[src/rtl/sio_cfg_pkg.sv]
package sio_cfg_pkg;

    typedef enum logic [0:0] {
        ST_PRESET = 1'b0,
        ST_SERVE  = 1'b1
    } seq_state_t;

    localparam int unsigned PRESET_STEPS = 6;

    // True when a data write to index k must be discarded.
    function automatic logic is_read_only(input logic [7:0] k);
        logic ro;
        ro = (k <= 8'hDF)
          || (k == 8'hE4) || (k == 8'hE5)
          || (k >= 8'hE9 && k <= 8'hED)
          || (k == 8'hF3) || (k == 8'hF5) || (k == 8'hF7)
          || (k >= 8'hF9 && k <= 8'hFB)
          || (k >= 8'hFD);
        return ro;
    endfunction

    // Register index loaded at preset step s.
    function automatic logic [7:0] preset_index(input logic [2:0] s);
        logic [7:0] r;
        unique case (s)
            3'd0:    r = 8'hE0;
            3'd1:    r = 8'hE2;
            3'd2:    r = 8'hE3;
            3'd3:    r = 8'hE6;
            3'd4:    r = 8'hE7;
            default: r = 8'hE8;
        endcase
        return r;
    endfunction

    // Value loaded at preset step s.
    function automatic logic [7:0] preset_value(input logic [2:0] s);
        logic [7:0] r;
        unique case (s)
            3'd0:    r = 8'h3C;
            3'd1:    r = 8'h03;
            3'd2:    r = 8'hFC;
            3'd3:    r = 8'hDE;
            3'd4:    r = 8'hFE;
            default: r = 8'hBE;
        endcase
        return r;
    endfunction

endpackage

[src/rtl/sio_cfg_decode.sv]
module sio_cfg_decode #(
    parameter int unsigned          ADDR_W    = 16,
    parameter logic [ADDR_W-1:0]    BASE_ADDR = 16'h03F0
) (
    input  logic              port_en,
    input  logic [ADDR_W-1:0] io_addr,
    input  logic              io_wr,
    input  logic              io_rd,
    output logic              idx_wr,
    output logic              idx_rd,
    output logic              dat_wr,
    output logic              dat_rd
);
    localparam logic [ADDR_W-1:0] DATA_ADDR = BASE_ADDR + ADDR_W'(1);

    logic hit_idx;
    logic hit_dat;

    always_comb begin
        hit_idx = port_en && (io_addr == BASE_ADDR);
        hit_dat = port_en && (io_addr == DATA_ADDR);
        idx_wr  = hit_idx && io_wr;
        idx_rd  = hit_idx && io_rd;
        dat_wr  = hit_dat && io_wr;
        dat_rd  = hit_dat && io_rd;
    end
endmodule

[src/rtl/sio_cfg_filter.sv]
module sio_cfg_filter #(
    parameter int unsigned IDX_W = 8
) (
    input  logic [IDX_W-1:0] index,
    output logic             writable
);
    import sio_cfg_pkg::*;

    always_comb begin
        writable = !is_read_only(8'(index));
    end
endmodule

[src/rtl/sio_cfg_seq.sv]
module sio_cfg_seq #(
    parameter int unsigned IDX_W  = 8,
    parameter int unsigned DATA_W = 8
) (
    input  logic              clk,
    input  logic              rst_n,
    output logic              serving,
    output logic              ld_we,
    output logic [IDX_W-1:0]  ld_addr,
    output logic [DATA_W-1:0] ld_data
);
    import sio_cfg_pkg::*;

    localparam int unsigned STEP_W = $clog2(PRESET_STEPS);
    localparam logic [STEP_W-1:0] LAST_STEP = STEP_W'(PRESET_STEPS - 1);

    seq_state_t        state_q, state_d;
    logic [STEP_W-1:0] step_q,  step_d;

    always_ff @(posedge clk or negedge rst_n) begin
        if (!rst_n) begin
            state_q <= ST_PRESET;
            step_q  <= '0;
        end else begin
            state_q <= state_d;
            step_q  <= step_d;
        end
    end

    always_comb begin
        state_d = state_q;
        step_d  = step_q;
        unique case (state_q)
            ST_PRESET: begin
                if (step_q == LAST_STEP) begin
                    state_d = ST_SERVE;
                    step_d  = '0;
                end else begin
                    step_d  = step_q + STEP_W'(1);
                end
            end
            ST_SERVE: begin
                state_d = ST_SERVE;
            end
            default: state_d = ST_PRESET;
        endcase
    end

    always_comb begin
        serving = 1'b0;
        ld_we   = 1'b0;
        ld_addr = '0;
        ld_data = '0;
        unique case (state_q)
            ST_PRESET: begin
                ld_we   = 1'b1;
                ld_addr = IDX_W'(preset_index(3'(step_q)));
                ld_data = DATA_W'(preset_value(3'(step_q)));
            end
            ST_SERVE: serving = 1'b1;
            default: ;
        endcase
    end

    AST_PRESET_ENDS: assert property (@(posedge clk) disable iff (!rst_n)
        (state_q == ST_PRESET && step_q == LAST_STEP) |=> (state_q == ST_SERVE)) else $error("preset length");
    AST_SERVE_HOLDS: assert property (@(posedge clk) disable iff (!rst_n)
        (state_q == ST_SERVE) |=> (state_q == ST_SERVE)) else $error("serve left");
endmodule

[src/rtl/sio_cfg_regfile.sv]
module sio_cfg_regfile #(
    parameter int unsigned IDX_W  = 8,
    parameter int unsigned DATA_W = 8
) (
    input  logic              clk,
    input  logic              rst_n,
    input  logic              wen,
    input  logic [IDX_W-1:0]  waddr,
    input  logic [DATA_W-1:0] wdata,
    output logic [IDX_W-1:0]  index,
    output logic [DATA_W-1:0] sel_data
);
    localparam int unsigned NUM_REGS = 1 << IDX_W;

    logic [DATA_W-1:0] mem [NUM_REGS];

    always_ff @(posedge clk or negedge rst_n) begin
        if (!rst_n) begin
            for (int i = 0; i < NUM_REGS; i++) mem[i] <= '0;
        end else if (wen) begin
            mem[waddr] <= wdata;
        end
    end

    always_comb begin
        index    = IDX_W'(mem[0]);
        sel_data = mem[index];
    end
endmodule

[src/rtl/sio_cfg_port.sv]
module sio_cfg_port #(
    parameter int unsigned       ADDR_W    = 16,
    parameter logic [ADDR_W-1:0] BASE_ADDR = 16'h03F0,
    parameter int unsigned       IDX_W     = 8,
    parameter int unsigned       DATA_W    = 8
) (
    input  logic              clk,
    input  logic              rst_n,
    input  logic              port_en,
    input  logic [ADDR_W-1:0] io_addr,
    input  logic              io_wr,
    input  logic              io_rd,
    input  logic [DATA_W-1:0] io_wdata,
    output logic [DATA_W-1:0] io_rdata
);
    localparam logic [DATA_W-1:0] IDLE_DATA = '1;

    logic idx_wr, idx_rd, dat_wr, dat_rd;
    logic writable, serving;
    logic              ld_we;
    logic [IDX_W-1:0]  ld_addr;
    logic [DATA_W-1:0] ld_data;
    logic              rf_we;
    logic [IDX_W-1:0]  rf_addr;
    logic [DATA_W-1:0] rf_wdata;
    logic [IDX_W-1:0]  index;
    logic [DATA_W-1:0] sel_data;

    sio_cfg_decode #(.ADDR_W(ADDR_W), .BASE_ADDR(BASE_ADDR)) u_dec (
        .port_en(port_en), .io_addr(io_addr), .io_wr(io_wr), .io_rd(io_rd),
        .idx_wr(idx_wr), .idx_rd(idx_rd), .dat_wr(dat_wr), .dat_rd(dat_rd)
    );

    sio_cfg_filter #(.IDX_W(IDX_W)) u_flt (
        .index(index), .writable(writable)
    );

    sio_cfg_seq #(.IDX_W(IDX_W), .DATA_W(DATA_W)) u_seq (
        .clk(clk), .rst_n(rst_n), .serving(serving),
        .ld_we(ld_we), .ld_addr(ld_addr), .ld_data(ld_data)
    );

    sio_cfg_regfile #(.IDX_W(IDX_W), .DATA_W(DATA_W)) u_rf (
        .clk(clk), .rst_n(rst_n), .wen(rf_we), .waddr(rf_addr),
        .wdata(rf_wdata), .index(index), .sel_data(sel_data)
    );

    // Write port arbitration: preset has priority, bus only while serving.
    always_comb begin
        rf_we    = 1'b0;
        rf_addr  = '0;
        rf_wdata = io_wdata;
        if (ld_we) begin
            rf_we    = 1'b1;
            rf_addr  = ld_addr;
            rf_wdata = ld_data;
        end else if (serving && idx_wr) begin
            rf_we    = 1'b1;
            rf_addr  = '0;
        end else if (serving && dat_wr && writable) begin
            rf_we    = 1'b1;
            rf_addr  = index;
        end
    end

    always_comb begin
        io_rdata = IDLE_DATA;
        if (serving) begin
            if (idx_rd)
                io_rdata = DATA_W'(index);
            else if (dat_rd)
                io_rdata = (index == '0) ? '0 : sel_data;
        end
    end

    AST_INDEX_TRACKS_WRITE: assert property (@(posedge clk) disable iff (!rst_n)
        (serving && idx_wr) |=> (index == IDX_W'($past(io_wdata)))) else $error("index write");
    AST_ZERO_INDEX_READ: assert property (@(posedge clk) disable iff (!rst_n)
        (serving && dat_rd && index == '0) |-> (io_rdata == '0)) else $error("index 0 read");
    AST_RO_NO_WRITE: assert property (@(posedge clk) disable iff (!rst_n)
        (serving && dat_wr && !writable) |=> $stable(sel_data)) else $error("read-only written");
    AST_OFF_READS_IDLE: assert property (@(posedge clk) disable iff (!rst_n)
        (!port_en) |-> (io_rdata == IDLE_DATA)) else $error("disabled read");
    AST_OFF_INDEX_STABLE: assert property (@(posedge clk) disable iff (!rst_n)
        (!port_en && serving) |=> $stable(index)) else $error("disabled write");
endmodule

[config.mk]
export PLATFORM = sky130hd
export DESIGN_NAME = sio_cfg_port
export DESIGN_NICKNAME = d
export VERILOG_FILES = /design/src/rtl/sio_cfg_pkg.sv /design/src/rtl/sio_cfg_decode.sv /design/src/rtl/sio_cfg_filter.sv /design/src/rtl/sio_cfg_seq.sv /design/src/rtl/sio_cfg_regfile.sv /design/src/rtl/sio_cfg_port.sv
export SDC_FILE = /design/constraint.sdc
export NUM_CORES = 2
export LEC_CHECK = 0
export CORE_MARGIN = 1.5
export CORE_UTILIZATION = 45
export CTS_CLUSTER_DIAMETER = 200
export DETAILED_ROUTE_END_ITERATION = 10
export PLACE_DENSITY = 0.69
export SLEW_MARGIN = 20
export SYNTH_ARGS = -nofsm -noshare
export SYNTH_HDL_FRONTEND = slang
export SYNTH_HIERARCHICAL = 1
export SYNTH_SLANG_ARGS = --single-unit
[constraint.sdc]
create_clock -name clk -period 11.6 [get_ports clk]
set_input_delay 1.74 -clock clk [delete_from_list [all_inputs] [get_ports clk]]
set_output_delay 1.74 -clock clk [all_outputs]
set_load 0.03 [all_outputs]
==> metrics <==
Die Y-Extent approximately 460 um; DR pass1 iterations 7; Layout area overhead 10.36%; Post-synth EDFFs 0; initial drt markers between 4,000 and 5,000; relative slew slack 0.1962; commonest non-fill, non-tap cell in the layout mux2_2; # rows 167; worst min path class reg -> reg; Clock Sinks 2,052; ANT nets after route 0; Worst Path Required ~9.9 ns; Max Cap Viol 0; Synth Warn # 6; GRT Residual Overflow 0; number of remaining DRC errors 0; CTS root buffer clkbuf_16; RSZ-0062 raised after global routing no; pwr dens approximately 140 mW/mm2; multi-input logic area 0.04095 mm2; initial antenna violation count 10; CP Max Fanout 45; GPL Wtd Cong 0.8648; top layer in use met5; Cell Area, Synth 0.09432 mm2; Max Freq 0.1151 GHz; Final Util 0.5012; Avg WL per Cell 28.72 um; Die W about 460 um; Via Count roughly 54,000; register area share after synthesis 0.5444; syn nets 6,072; min Tclk post-route between 8 and 9 ns; Nets just under 6,000; count of final setup violators 0; worst skew pair latency around 0.86 ns; Resized cells post-CTS 0; CTS tree done; Critical Path AT around 7.0 ns; Max clock buf depth 3; Worst-path clk slew approximately 0.06 ns; Clock Skews about 0.045 ns; period utilization 0.7488; Slew @ Worst Pin between 1 and 1.5 ns; Worst VDD drop 0.0001669 V; critical path type reg -> out; Post-CTS Hold Buffers 0; largest net degree at the start of global routing 186; DRT met1 WL approximately 110,000 um; Starting Density 0.4541; setup bufs post-CTS 0; Syn Inst Count between 6,000 and 7,000; vias in the first global route ~57,000; setup tns final 0 ns; die area about 0.21 mm2; Leakage around 48 nW; Unique masters post-synth 66; DRT Wirelength 255,100 um; IO Count 37; Filler Cells Inserted between 15,000 and 20,000; post-DR vias/cell 6.097; PortBufs 36; core box area roughly 0.21 mm2; final instance area between 0.1 and 0.15 mm2; met3 wire len approximately 16,000 um; TritonCTS Buffers around 210; Detailed Place HPWL between 150,000 and 200,000 um; Design Power approximately 14 mW; most frequent cells in the layout mux2_2 (2,059), dfrtp_1 (2,046), mux4_2 (522), clkbuf_16 (210), nor2_1 (184); Max Slew Vio Count 0; status completed; met2 routed WL between 100,000 and 150,000 um; storage element area 0.05137 mm2; flops & latches, synth a little over 2,000; CP Launch Type register; crit end category output pin; Top FF cell, synth dfrtp_1; H-tree depth 4; Synth async-reset ratio 1.000; first-pass GRT wire length 384,300 um; share of layout cells above drive strength 1 0.5035; GRT Util Overall 0.2427; hold slack 0.4979 ns; Final Hold Fails 0; Post-Syn Area per Cell between 15 and 20 um2; Placement Cell Area between 0.09 and 0.1 mm2
==> per-stage QoR <==
stage / setup WS [ns] / instances
after floorplan: 6.632 / 6043
after global placement: 3.754 / 8503
after detailed placement: 3.743 / 8503
after CTS: 3.016 / 8879
after global routing: 2.889 / 8880
final: 2.914 / 8883
==> registers in the layout, indices dropped and copies added, names as in the netlist <==
name	cells
u_seq/step_q	3
u_seq/state_q	1
u_rf/mem	2040
u_rf/index	8
==> metal layers <==
layer / vias up / track usage
li1: 22296 / -
met1: 29841 / 0.3410
met2: 1530 / 0.3752
met3: 483 / 0.04618
met4: 8 / 0.09038
met5: - / 0
==> cells by family after synthesis <==
logic type	count (synthesis)	synth area share
buffers and inverters	473	0.02336
other	1	0.00003976
AND/OR/NAND/NOR	519	0.02502
multiplexers	2771	0.3907
XOR/XNOR	2	0.0001857
flip-flops	2052	0.5444
AO/OA/AOI/OAI	225	0.01626
==> where the power goes <==
part | internal (mW) | switching, mW | leakage [nW]
clock | 3.96 | 2.85 | 3.47
sequential | 7.17 | 0.00577 | 28.5
combinational | 0.0436 | 0.274 | 16.5
total | 11.2 | 3.13 | 48.5
==> worst paths after layout <==
path	from	endpoint	slack, ns	depth (start not counted)
min	u_rf/mem[1517]	u_rf/mem[1517]	0.50	1
min reg2reg	u_rf/mem[1517]	u_rf/mem[1517]	0.50	1
max reg2reg	u_rf/index[2]	u_rf/mem[287]	4.18	11
min in group asynchronous	rst_n	u_rf/mem[321]	0.92	1
max in group asynchronous	rst_n	u_rf/mem[1057]	8.39	3
max	u_rf/index[2]	io_rdata[6]	2.91	10
==> layout make-up <==
type / instances / share of cell area
clock inverter: 70 / 0.007729
multi-input combinational: 3518 / 0.3934
antenna: 4 / 0.00009616
timing repair buffer: 141 / 0.01231
clock buffer: 306 / 0.05933
inverter: 4 / 0.0001442
sequential: 2052 / 0.4935
tap: 2788 / 0.03351
==> cells in the mapped netlist (11+ instances only) <==
cell      instances  area, um2
a22o_1           11      96.34
buf_4            54      405.4
clkbuf_1        305       1145
dfrtp_1        2052      51350
nand3_1          37      185.2
buf_6            18      202.7
mux4_2          522      11760
nor3_1           28      140.1
o22ai_1          36      225.2
buf_2            72      360.4
a21oi_1          34      170.2
buf_1            20      75.07
mux2i_1         182       1822
nor2_1          188      705.7
nor2b_1          22      137.6
a22oi_1          75      563.0
mux2_2         2067      23280
nand2b_1         19      118.9
nand2_1         170      638.1
o21ai_0          16      80.08
==> worst max-delay path, stage by stage, from the launching register on <==
cell and delay (ns):
dfrtp_4 1.11, buf_4 0.74, buf_4 0.81, mux2i_1 0.24, a22oi_1 0.55, a21oi_1 0.18
nor4_1 0.90, o21a_1 0.25, o21ai_1 0.07, o211ai_1 0.36, clkdlybuf4s50_1 0.76
Note: power is estimated with default switching activity, not from simulation.
